File: config.mk
export PLATFORM = sky130hd
export DESIGN_NAME = vphash_gen
export DESIGN_NICKNAME = d
export VERILOG_FILES = /design/src/rtl/vphash_pkg.sv /design/src/rtl/vphash_param_check.sv /design/src/rtl/vphash_vpn_form.sv /design/src/rtl/vphash_mix.sv /design/src/rtl/vphash_gen.sv
export SDC_FILE = /design/constraint.sdc
export NUM_CORES = 1
export LEC_CHECK = 0
export ABC_AREA = 1
export BUFFER_PORTS_ARGS = -buffer_cell sky130_fd_sc_hd__buf_2
export CORE_ASPECT_RATIO = 1.4
export CORE_MARGIN = 1.5
export CORE_UTILIZATION = 30
export CTS_CLUSTER_SIZE = 10
export DETAILED_ROUTE_END_ITERATION = 16
export SETUP_SLACK_MARGIN = 0.3
export SKIP_LAST_GASP = 1
export SLEW_MARGIN = 20
export SYNTH_ARGS = -nofsm -noshare
export SYNTH_HDL_FRONTEND = slang
export SYNTH_HIERARCHICAL = 1
export SYNTH_SLANG_ARGS = --single-unit
export TNS_END_PERCENT = 30
File: constraint.sdc
create_clock -name clk -period 2.6 [get_ports clk]
set_input_delay 0.78 -clock clk [delete_from_list [all_inputs] [get_ports clk]]
set_output_delay 0.78 -clock clk [all_outputs]
set_load 0.02 [all_outputs]
File: src/rtl/vphash_pkg.sv
// Package: shared constants and the segment-size code for the
// virtual page number / hash generator. Assumes byte addressing and
// a page number held with the low 12 address bits removed.
package vphash_pkg;

    // Number of address bits dropped from every page number
    localparam int PG_BASE_SHIFT   = 12;
    // Segment shift for the small and the large segment size
    localparam int SEG_SHIFT_SMALL = 28;
    localparam int SEG_SHIFT_LARGE = 40;
    // Left shift applied to the upper identifier in the large-segment hash
    localparam int LARGE_MIX_SHIFT = 25;

    // Segment-size code carried on in_ssize
    typedef enum logic [1:0] {
        SEG_SMALL = 2'd0,
        SEG_LARGE = 2'd1,
        SEG_RSV_A = 2'd2,
        SEG_RSV_B = 2'd3
    } seg_size_e;

endpackage

File: src/rtl/vphash_param_check.sv
// Module: decodes the segment-size code and the page shift. It gives
// the large-segment select, the right shift applied to the low page
// field (page shift minus 12, clamped to zero), and the error flag.
// Assumes reserved codes are handled as the small segment size.
module vphash_param_check
    import vphash_pkg::*;
#(
    parameter int PSHIFT_W = 6
) (
    input  logic [1:0]          ssize,
    input  logic [PSHIFT_W-1:0] pshift,
    output logic                large_seg,
    output logic [PSHIFT_W-1:0] shift_amt,
    output logic                err
);

    localparam logic [PSHIFT_W-1:0] BASE = PSHIFT_W'(PG_BASE_SHIFT);

    seg_size_e code;
    logic      shift_low;
    logic      code_bad;

    // Classify the segment-size code
    always_comb begin
        code      = seg_size_e'(ssize);
        large_seg = 1'b0;
        code_bad  = 1'b0;
        case (code)
            SEG_SMALL: large_seg = 1'b0;
            SEG_LARGE: large_seg = 1'b1;
            default:   code_bad  = 1'b1;
        endcase
    end

    // Derive the low-field right shift, clamped to zero for small pages
    always_comb begin
        shift_low = (pshift < BASE);
        shift_amt = shift_low ? '0 : (pshift - BASE);
    end

    // Combine the two error causes
    always_comb begin
        err = shift_low | code_bad;
    end

endmodule

File: src/rtl/vphash_vpn_form.sv
// Module: forms the 12-bit-shifted virtual page number for both
// segment sizes in parallel and selects one. The segment identifier
// is placed above the in-segment page bits. Bits above VPN_W are lost.
module vphash_vpn_form
    import vphash_pkg::*;
#(
    parameter int EA_W    = 64,
    parameter int SEGID_W = 52,
    parameter int VPN_W   = 64
) (
    input  logic [EA_W-1:0]    ea,
    input  logic [SEGID_W-1:0] segid,
    input  logic               large_seg,
    output logic [VPN_W-1:0]   vpn
);

    logic [VPN_W-1:0] sid_w;
    logic [VPN_W-1:0] page_w;
    logic [VPN_W-1:0] cand [2];

    // Widen the identifier and drop the in-page address bits
    always_comb begin
        sid_w  = VPN_W'(segid);
        page_w = VPN_W'(ea >> PG_BASE_SHIFT);
    end

    // One candidate page number per segment size
    for (genvar g = 0; g < 2; g++) begin : g_size
        localparam int SEG_SH = (g == 0) ? SEG_SHIFT_SMALL : SEG_SHIFT_LARGE;
        localparam int OFS    = SEG_SH - PG_BASE_SHIFT;
        localparam logic [VPN_W-1:0] IN_SEG_MASK =
            (VPN_W'(1) << OFS) - VPN_W'(1);

        // Join identifier and in-segment page index
        always_comb begin
            cand[g] = (sid_w << OFS) | (page_w & IN_SEG_MASK);
        end
    end

    // Pick the candidate for the requested segment size
    always_comb begin
        vpn = large_seg ? cand[1] : cand[0];
    end

endmodule

File: src/rtl/vphash_mix.sv
// Module: computes the primary and secondary page-table hashes from a
// page number. The small-segment variant XORs the identifier part with
// the shifted low field. The large-segment variant also XORs in a copy
// of the identifier part moved up by 25 places. Assumes shift_amt is
// already clamped.
module vphash_mix
    import vphash_pkg::*;
#(
    parameter int VPN_W    = 64,
    parameter int HASH_W   = 39,
    parameter int PSHIFT_W = 6
) (
    input  logic [VPN_W-1:0]    vpn,
    input  logic                large_seg,
    input  logic [PSHIFT_W-1:0] shift_amt,
    output logic [HASH_W-1:0]   hash_pri,
    output logic [HASH_W-1:0]   hash_sec
);

    logic [VPN_W-1:0] full [2];
    logic [VPN_W-1:0] pick;

    // One hash variant per segment size
    for (genvar g = 0; g < 2; g++) begin : g_var
        localparam int SEG_SH = (g == 0) ? SEG_SHIFT_SMALL : SEG_SHIFT_LARGE;
        localparam int LOW_W  = SEG_SH - PG_BASE_SHIFT;
        localparam logic [VPN_W-1:0] LOW_MASK =
            (VPN_W'(1) << LOW_W) - VPN_W'(1);

        logic [VPN_W-1:0] upper;
        logic [VPN_W-1:0] lower;

        // Split the page number into identifier part and low field
        always_comb begin
            upper = vpn >> LOW_W;
            lower = (vpn & LOW_MASK) >> shift_amt;
        end

        if (g == 0) begin : g_small
            // Small segments: identifier part XOR low field
            always_comb begin
                full[g] = upper ^ lower;
            end
        end else begin : g_large
            // Large segments: add a shifted copy of the identifier part
            always_comb begin
                full[g] = upper ^ (upper << LARGE_MIX_SHIFT) ^ lower;
            end
        end
    end

    // Select the variant and trim to the hash width
    always_comb begin
        pick     = large_seg ? full[1] : full[0];
        hash_pri = HASH_W'(pick);
        hash_sec = HASH_W'(~pick);
    end

endmodule

File: src/rtl/vphash_gen.sv
// Module: top of the virtual page number and hash generator. Checks
// the request, forms the page number and hashes, and registers all
// results one cycle after in_valid. Result registers hold while
// in_valid is low. Assumes no back-pressure from downstream.
module vphash_gen
    import vphash_pkg::*;
#(
    parameter int EA_W     = 64,
    parameter int SEGID_W  = 52,
    parameter int VPN_W    = 64,
    parameter int HASH_W   = 39,
    parameter int PSHIFT_W = 6
) (
    input  logic                clk,
    input  logic                rst_n,
    input  logic                in_valid,
    input  logic [EA_W-1:0]     in_ea,
    input  logic [SEGID_W-1:0]  in_segid,
    input  logic [1:0]          in_ssize,
    input  logic [PSHIFT_W-1:0] in_pshift,
    output logic                out_valid,
    output logic [VPN_W-1:0]    out_vpn,
    output logic [HASH_W-1:0]   out_hash,
    output logic [HASH_W-1:0]   out_hash2,
    output logic                out_err
);

    logic                large_seg;
    logic [PSHIFT_W-1:0] shift_amt;
    logic                req_err;
    logic [VPN_W-1:0]    vpn_c;
    logic [HASH_W-1:0]   hash_c;
    logic [HASH_W-1:0]   hash2_c;

    vphash_param_check #(
        .PSHIFT_W (PSHIFT_W)
    ) u_check (
        .ssize     (in_ssize),
        .pshift    (in_pshift),
        .large_seg (large_seg),
        .shift_amt (shift_amt),
        .err       (req_err)
    );

    vphash_vpn_form #(
        .EA_W    (EA_W),
        .SEGID_W (SEGID_W),
        .VPN_W   (VPN_W)
    ) u_vpn (
        .ea        (in_ea),
        .segid     (in_segid),
        .large_seg (large_seg),
        .vpn       (vpn_c)
    );

    vphash_mix #(
        .VPN_W    (VPN_W),
        .HASH_W   (HASH_W),
        .PSHIFT_W (PSHIFT_W)
    ) u_mix (
        .vpn       (vpn_c),
        .large_seg (large_seg),
        .shift_amt (shift_amt),
        .hash_pri  (hash_c),
        .hash_sec  (hash2_c)
    );

    // Valid strobe follows the request strobe by one cycle
    always_ff @(posedge clk) begin
        if (!rst_n) begin
            out_valid <= 1'b0;
        end else begin
            out_valid <= in_valid;
        end
    end

    // Capture results on accepted requests, hold otherwise
    always_ff @(posedge clk) begin
        if (!rst_n) begin
            out_vpn   <= '0;
            out_hash  <= '0;
            out_hash2 <= '0;
            out_err   <= 1'b0;
        end else if (in_valid) begin
            out_vpn   <= vpn_c;
            out_hash  <= hash_c;
            out_hash2 <= hash2_c;
            out_err   <= req_err;
        end
    end

endmodule

Yosys cells after proc, flatten, opt, wreduce, memory -nomap -nowiden
Index checks and enable logic that the tools add are counted.
{ "totals": {"register_bits": 144} }
{ "classes": {"n_shift": 2, "addsub": 1, "reduce_logical": 2, "eq_ne": 1, "mux": 5, "magnitude_cmp": 1, "n_bitwise": 7} }
{ "op_table": {"columns": ["operator", "n"], "rows": [
  ["$xor A39 B39 Y39", 2],
  ["$mux W64", 1],
  ["$or A64 B16 Y64", 1],
  ["$or A64 B28 Y64", 1],
  ["$mux W39", 1],
  ["$not A39 Y39", 1],
  ["$shr A16 B6 Y39", 1],
  ["$shr A28 B6 Y39", 1],
  ["$xor A36 B39 Y39", 1],
  ["$lt A6 B4 Y1 const B", 1],
  ["$mux W6", 1],
  ["$sub A6 B4 Y6 const B", 1],
  ["$eq A2 B1 Y1 const B", 1],
  ["$logic_not A2 Y1", 1],
  ["$mux W1", 2],
  ["$reduce_or A2 Y1", 1],
  ["$or A1 B1 Y1", 1]
]} }

Depth between registers and ports, before layout
Gate-level depths: netlist (run 1).
{ "logic_depth": {"word_depth": 7, "depth_mapped": 25, "mapped_depth_nobuf": 23} }

Hierarchy
The synthesis (run 1) kept the hierarchy.
{ "by_module_without_submodules": {"columns": ["mod", "cells_per_inst", "seq_area_each_um2", "n_inst", "area_each_um2"], "rows": [
  ["vphash_gen", 909, 2882.8, 1, 5928.2],
  ["vphash_mix", 690, 0.0, 1, 3263.1],
  ["vphash_vpn_form", 171, 0.0, 1, 721.9],
  ["vphash_param_check", 28, 0.0, 1, 117.6]
]} }

Least setup slack after synthesis (run 1)
OpenSTA, ideal clock, no wires.
{ "synth_path": {"path_type": "input to register", "startpoint": "input port in_ssize[0]", "endpoint": "register out_hash[4]", "t_required_ps": 2536, "t_arrival_ps": 2512, "stages": 22, "slack_ps": 24, "n_path_buf": 2, "cell_sequence": "inv_1 nor2_1 inv_2 buf_4 buf_2 nand2_1 nand2_1 nand2_1 nand3_1 nand3_1 nand2_2 nand2_1 nand2_1 nand2_1 nand2_1 nand2_1 nand3_1 nand2_1 inv_1 nand2_1 nand2_1 nor2_1"} }
{ "synth_between": {"elab_chain_cells": 6, "word_cells_on_any_way": 9} }
{ "synth_rtl": {"columns": ["item", "line_no", "rtl"], "rows": [
  ["start, declared", "vphash_gen.sv:19", "input logic [1:0] in_ssize,"],
  ["$eq A2 B1 Y1", "vphash_param_check.sv:28", "case (code)"],
  ["$mux W1", "vphash_param_check.sv:28", null],
  ["via large_seg", "vphash_gen.sv:28", "logic large_seg;"],
  ["$mux W64", "vphash_vpn_form.sv:42", "vpn = large_seg ? cand[1] : cand[0];"],
  ["via vpn_c[27]", "vphash_gen.sv:31", "logic [VPN_W-1:0] vpn_c;"],
  ["$shr A28 B6 Y39", "vphash_mix.sv:36", "lower = (vpn & LOW_MASK) >> shift_amt;"],
  ["$xor A39 B39 Y39", "vphash_mix.sv:47", "full[g] = upper ^ (upper << LARGE_MIX_SHIFT) ^ lower;"],
  ["$mux W39", "vphash_mix.sv:54", "pick = large_seg ? full[1] : full[0];"],
  ["via hash_c[4]", "vphash_gen.sv:32", "logic [HASH_W-1:0] hash_c;"],
  ["end signal, assigned", "vphash_gen.sv:86", "out_hash <= hash_c;"],
  ["end, declared", "vphash_gen.sv:23", "output logic [HASH_W-1:0] out_hash,"]
]} }
The timed path passes the listed nets, and every way through them passes these cells.
A chain may end at the register's enable or synchronous reset.

Worst setup path in the final report (run 1)
{ "layout_path": {"startpoint": "input port in_pshift[2]", "endpoint": "register out_hash2[1]"} }
{ "layout_between": {"elab_chain_cells": 6, "word_cells_on_any_way": 9} }
{ "layout_rtl": {"columns": ["item", "line_no", "rtl"], "rows": [
  ["start, declared", "vphash_gen.sv:20", "input logic [PSHIFT_W-1:0] in_pshift,"],
  ["$lt A6 B4 Y1 *", "vphash_param_check.sv:37", "shift_low = (pshift < BASE);"],
  ["$mux W6 *", "vphash_param_check.sv:38", "shift_amt = shift_low ? '0 : (pshift - BASE);"],
  ["via shift_amt[0]", "vphash_gen.sv:29", "logic [PSHIFT_W-1:0] shift_amt;"],
  ["$shr A28 B6 Y39 / $shr A16 B6 Y39 (equally long branches)", "vphash_mix.sv:36", null],
  ["$xor A39 B39 Y39 (on tied branches)", "vphash_mix.sv:47, vphash_mix.sv:42", null],
  ["$mux W39 *", "vphash_mix.sv:54", null],
  ["$not A39 Y39 *", "vphash_mix.sv:56", "hash_sec = HASH_W'(~pick);"],
  ["via hash2_c[1]", "vphash_gen.sv:33", "logic [HASH_W-1:0] hash2_c;"],
  ["end signal, assigned", "vphash_gen.sv:87", "out_hash2 <= hash2_c;"],
  ["end, declared", "vphash_gen.sv:24", "output logic [HASH_W-1:0] out_hash2,"]
]} }
Mark *: on every way through the listed nets, which the timed path passes. The rest lies on a longest branch.

==> results.yml, run 1 <==
global_routing:
  grt_antenna_before_repair: 6
  grt_pass1_vias: 10700
  grt_max_degree: 67
  grt_pass1_wl_um: 58000
  gr-total-overflow: 0
  grt.total_usage_pct: 22.3
cts:
  cts_tree: "built"
  htree_levels: 4
  clockBufferDepth: 2
  cts_hold_buf: 0
  cts_buffers: 17
  cts_root_buf: "clkbuf_16"
  clk_pin_slew_ns: 0.06
  clock_sinks: 144
  clock_latency_ns: 0.45
synth:
  synthArstFlopShare_pct: 0
  synth_edf_count: 0
  synthCells: 1798
  avgSynthCellArea_sq_um: 5.58
  synth_commonest_cells: "nand2_1 (747), nor2_1 (306), inv_1 (205)"
  yosysUniqueCellTypes: 35
  ys_ff_latch: 144
  synth_ff_type: "dfxtp_1"
  netlist.area_leader.share_pct: 28.7
  synth_area_sq_um: 10000
  synth.most_common_cell: "nand2_1"
  synth_top_area_cell: "dfxtp_1"
  synth_warnings: 6
  yosysSeqAreaShare_pct: 28.7
  synthTopCellsByArea: "dfxtp_1 (29%), nand2_1 (28%), nor2_1 (11%)"
  syn_nets: 1926
timing:
  setup_viol: 0
  slew_headroom_pct: 70.0
  hold_ws_ns: 0.464
  worst_pin_slew_ns: 0.450
  period_share_pct: 92.8
  grt_setup_unrepaired: "true"
  tns_ns: 0
  fmax_mhz: 415
  fin_skew_ns: 0
  hold_viol_final: 0
  slew_violations: 0
  period_needed_ns: 2.41
place:
  io_buffers: 230
  gp_congestion: 0.978
  dp_hpwl_um: 30000
floorplan:
  die_w_um: 158
  initial_core_util_pct: 30.3
  core_sq_um: 33100
  placementRows: 79
  pin_count: 271
  die-area_sq_um: 34600
  die_h_um: 219
route:
  ant_nets: 0
  drc_errors: 0
  dr_total_vias: 11400
  vias_per_cell: 4.47
  routed_wl_um: 37800
  wl_per_cell_um: 14.8
  drt_first_pass_iters: 5
  initialDrtViolationCount: 677
final_layout:
  drive_gt1_share_pct: 29.1
  fin_nets: 2213
  areaGrowthSynthToFinish_pct: 36.6
critical_path:
  crit_type: "in -> reg"
  startpoint_type: "input pin"
  r2r_slack_ns: 2.00
  critPathArrivalTime_ns: 2.80
  timing.rr.start: "out_vpn[43]"
  critPathRequiredTime_ns: 2.99
  reg2reg_to: "out_vpn[43]"
  worstRegToRegCells: 2
  crit_path_end_kind: "flip-flop"
  cp_max_fo: 8
power_and_ir_drop:
  leakage_uw: 0.00788
  peakVddDrop_uv: 400
  powerDensity_nw_per_um2: 551
hold_path:
  worstHoldEndpoint: "out_hash2[0]"
  hold_depth: 2
  hp-start: "out_hash2[0]"
  worstHoldPathType: "reg -> reg"
run_status:
  status: "complete, no violations"
job:
  max-cap-violations: 0
cell families after synthesis:
logic type,share of synthesized area (%)
XOR/XNOR,1.66
AO/OA/AOI/OAI,1.72
flip-flops,28.7
AND/OR/NAND/NOR,52.1
adder cells (fa/ha/maj),0.125
buffers and inverters,15.6
sequential cells by signal, summed over array words and instances (netlist names):
register / count
out_err: 1
out_hash: 39
out_hash2: 39
out_valid: 1
out_vpn: 64
cell type report:
type | instances | area, sq um
clock inverters | 14 | 131
fillers | 3621 | 19400
diodes | 7 | 17.5
repair inverters | 1 | 11.3
well taps | 445 | 557
multi-input cells | 1331 | 6320
inverters | 215 | 836
repair buffers | 375 | 2500
flip-flops and latches | 144 | 2880
clock buffers | 18 | 439
worst max-delay path by stage:
stage / start / to / slack [ns] / depth (start not counted)
floorplan: in_pshift[2] / out_hash[11] / 0.04 / 21
global placement: in_pshift[2] / out_hash[17] / -0.41 / 23
detailed placement: in_pshift[2] / out_hash[17] / -0.44 / 23
CTS: in_pshift[2] / out_hash[1] / 0.23 / 24
global route: in_pshift[2] / out_hash[5] / 0.03 / 23
finish: in_pshift[2] / out_hash2[1] / 0.19 / 23
power by group:
| part | internal (uW) | switching [uW] |
|---|---|---|
| Combinational | 976 | 1680 |
| Clock | 1350 | 1070 |
| Sequential | 2390 | 92.0 |
worst max-delay path: stages:
cell and delay, ns:
buf_6 0.10, ha_4 0.15, inv_2 0.05, nand2_2 0.07
inv_4 0.09, nor2_4 0.04, buf_12 0.15, buf_12 0.13
buf_16 0.14, nand2_4 0.07, nand3_2 0.08, nand2_2 0.09
nand2_1 0.09, nand3_4 0.08, buf_4 0.11, nand3b_1 0.12
nand2_1 0.09, nand2_1 0.06, nand2_2 0.09, inv_1 0.04
nand2_1 0.05, nand2_1 0.06, nor2_1 0.07
placed cells by master, fill, tap and decap left out, types with 2 or more instances in the layout:
master / instances
inv_2: 9
clkinv_1: 2
clkinv_4: 2
clkbuf_16: 17
nand2_2: 84
xnor2_1: 13
o21ai_2: 10
dfxtp_1: 144
nand2_4: 10
buf_12: 16
inv_4: 2
xor2_1: 6
clkbuf_8: 2
buf_6: 7
nor2_1: 297
buf_2: 226
inv_6: 4
nand3b_1: 8
nand2_8: 2
nor2_2: 7
diode_2: 7
nand2_1: 667
nor2_4: 4
nor3_4: 2
clkinvlp_4: 3
clkinv_2: 3
o21a_1: 9
or2_1: 5
nand3_2: 58
nand3_4: 7
inv_8: 3
inv_1: 200
nand3_1: 119
nand4_1: 12
o21ai_0: 4
buf_4: 124
stage by stage:
stage / instances / setup slack, ns / total power (uW) / util (%) / area (sq um)
after floorplan: 1798 / 0.0390 / 4100 / - / 10200
after global placement: 2498 / -0.407 / 4960 / 37.3 / 12300
after detailed placement: 2498 / -0.440 / 4980 / 37.3 / 12300
after CTS: 2538 / 0.229 / 7540 / 40.2 / 13300
after global routing: 2550 / 0.0287 / 8030 / 41.4 / 13700
final: 2550 / 0.188 / 7550 / 41.4 / 13700
what timing repair did:
| item | CTS | global route |
|---|---|---|
| gates resized for setup | 89 | 81 |
| pin swaps | 40 | 39 |
| cloned | 2 | 1 |
| buffers inserted | 6 | 4 |
| endpoints found under the setup margin | 54 | 58 |
routing by layer:
layer  track usage, %  share of wire [%]  vias up
met1             25.0                 41     5081
met3             2.80                3.4       75
met5                0                  0        -
met2             39.4                 50      277
li1                 -                  -     5964
met4             14.6                5.6        0
Note: power is estimated with default switching activity, not from simulation.
==> inputs of run 2 (changes only) <==
--- a/config.mk
+++ b/config.mk
@@ -8,7 +8,7 @@
 export ABC_AREA = 1
 export BUFFER_PORTS_ARGS = -buffer_cell sky130_fd_sc_hd__buf_2
 export CORE_ASPECT_RATIO = 1.4
-export CORE_MARGIN = 1.5
+export CORE_MARGIN = 2
 export CORE_UTILIZATION = 30
 export CTS_CLUSTER_SIZE = 10
 export DETAILED_ROUTE_END_ITERATION = 16
==> run 2 against run 1 <==
Effect of this change: sequential cell count did not move; power rose by 2.0%; clock skew did not move; largest power group unchanged; largest cell class unchanged; critical path type unchanged; worst setup slack got worse by 0.011 ns.
==> results.yml, run 2 (synthesis results as in run 1) <==
final_layout:
  regMostFlops: "out_vpn"
  areaGrowthSynthToFinish_pct: 38.7
  reg_top3: "out_vpn x64, out_hash2 x39, out_hash x39"
  largest_reg_flops: 64
  fin_util_pct: 42.0
  fill_cells: 3729
  drive_gt1_share_pct: 29.3
  layout_commonest_cell: "nand2_1"
  fin_area_sq_um: 13900
  fin_nets: 2215
  final_cell_mix: "nand2_1 (662), nor2_1 (295), buf_2 (227), inv_1 (199), dfxtp_1 (144)"
timing:
  worst_pin_slew_ns: 0.432
  hold_ws_ns: 0.467
  period_share_pct: 93.2
  slew_violations: 0
  fmax_mhz: 413
  grt_setup_unrepaired: "true"
  setup_viol: 0
  period_needed_ns: 2.42
  slew_headroom_pct: 70.9
  fin_ws_ns: 0.176
  fin_skew_ns: 0
  hold_viol_final: 0
run_status:
  status: "complete, no violations"
critical_path:
  crit_family: "simple AND/OR/NAND/NOR gates"
  critPathArrivalTime_ns: 2.77
  cpMostUsedCell: "nand2_1"
  crit_type: "in -> reg"
  endpoint: "out_hash[3]"
  startpoint: "in_pshift[2]"
  crit_path_end_kind: "flip-flop"
  critPathRequiredTime_ns: 2.94
  crit_path_cell_trace: "buf_8 -> ha_4 -> inv_4 -> nand2_4 -> inv_6 -> nor2_4 -> buf_12 -> clkbuf_16 -> nand2_4 -> nand3_4 -> nand3_2 -> nand2_2 -> buf_4 -> nand2_1 -> nand2_1 -> nand2_2 -> nand2_2 -> nand2_1 -> nand3_1 -> nand2_1 -> inv_1 -> nand2_1 -> nand2_1 -> nor2_1"
  critPathSlowestCell: "buf_12"
  slowest_delay_ns: 0.18
  crit_cells: 24
  cp_max_fo: 6
  crit_buf_inv: 7
  r2r_slack_ns: 1.99
  worstRegToRegCells: 2
  timing.rr.start: "out_hash[24]"
  reg2reg_to: "out_hash[24]"
  startpoint_type: "input pin"
cts:
  htree_levels: 4
  clockBufferDepth: 2
  cts_tree: "built"
  cts_root_buf: "clkbuf_16"
  clk_pin_slew_ns: 0.06
  clock_sinks: 144
  cts_buffers: 17
  clock_latency_ns: 0.44
floorplan:
  initial_core_util_pct: 30.3
  pin_count: 271
  die_w_um: 159
  placementRows: 79
  core_sq_um: 33100
  die-area_sq_um: 34900
  die_h_um: 220
hold_path:
  hp-start: "out_hash2[38]"
  worstHoldPathType: "reg -> reg"
  hold_depth: 2
global_routing:
  globalRouteMet1Util_pct: 25.1
  grt.total_usage_pct: 22.4
  busiest_layer: "met2"
  grt_pass1_wl_um: 59400
  grt_pass1_vias: 10800
  gr-total-overflow: 0
  grt_antenna_before_repair: 2
  grt_max_degree: 88
  use_met3_pct: 2.82
  met2_usage_pct: 41.4
route:
  vias_per_cell: 4.49
  wl_per_cell_um: 15.3
  initialDrtViolationCount: 591
  dr_total_vias: 11400
  ant_nets: 0
  drt_first_pass_iters: 5
  drc_errors: 0
  routed_wl_um: 39100
power_and_ir_drop:
  design_power_total_uw: 7710
  leakage_uw: 0.00794
  peakVddDrop_uv: 382
  powerDensity_nw_per_um2: 554
place:
  dp_hpwl_um: 30800
  io_buffers: 230
  gp_congestion: 0.930
  postPlaceCellArea_sq_um: 12400
  post-place-ws_ns: -0.496
job:
  max-cap-violations: 0
run 2: changes by cell type in the layout (fill, tap and decap cells not counted), moves of 5 or more:
cell / change
buf_4: -11
diode_2: -5
nand2_1: -5
nand2_4: +5
nor2_4: +5
o21ai_2: -7
run 2: worst min path at each step:
stage	endpoint
after global routing	out_hash2[26]
after floorplan	out_hash2[4]
after detailed placement	out_hash2[16]
after CTS	out_hash2[16]
after global placement	out_hash[38]
final	out_hash2[38]
run 2: final cells by class:
class,count,area [sq um],share of cell area [%]
antenna,2,5.00,0.0360
timing repair buffer,376,2590,18.6
tap,445,557,4.00
multi-input combinational,1331,6430,46.2
sequential,144,2880,20.7
inverter,215,842,6.05
clock buffer,22,484,3.48
timing repair inverter,2,25.0,0.180
clock inverter,10,97.6,0.702
run 2: metrics by stage:
step / TNS [ns] / cells
2_1_floorplan: 0 / 1798
5_1_grt: -0.00579 / 2547
3_3_place_gp: -18.15 / 2502
3_5_place_dp: -19.38 / 2502
4_1_cts: 0 / 2542
6_report: 0 / 2547
run 2: routing by layer:
| layer | share of wire [%] | up-vias | wire (um) |
|---|---|---|---|
| met2 | 51 | 286 | 20000 |
| met3 | 3.4 | 78 | 1350 |
| met5 | 0 | - | 0 |
| met1 | 40 | 5128 | 15700 |
| li1 | - | 5954 | - |
| met4 | 5.3 | 0 | 2060 |
run 2: worst reg2reg max path, cell delays in order (launching register included):
cell and delay (ns):
dfxtp_1 0.40, nor2_1 0.06, nor2_1 0.10
run 2: timing repair:
action | CTS | global route
cloned | 4 | 1
endpoints found under the setup margin | 55 | 61
resized for setup | 94 | 112
setup buffers | 4 | 2
pin swaps | 21 | 45
hold buffers | 0 | 0
run 2: power breakdown:
| part | internal, uW | switching (uW) |
|---|---|---|
| clock network | 1430 | 1040 |
| logic | 1030 | 1740 |
| registers | 2390 | 92.6 |
| total | 4840 | 2870 |
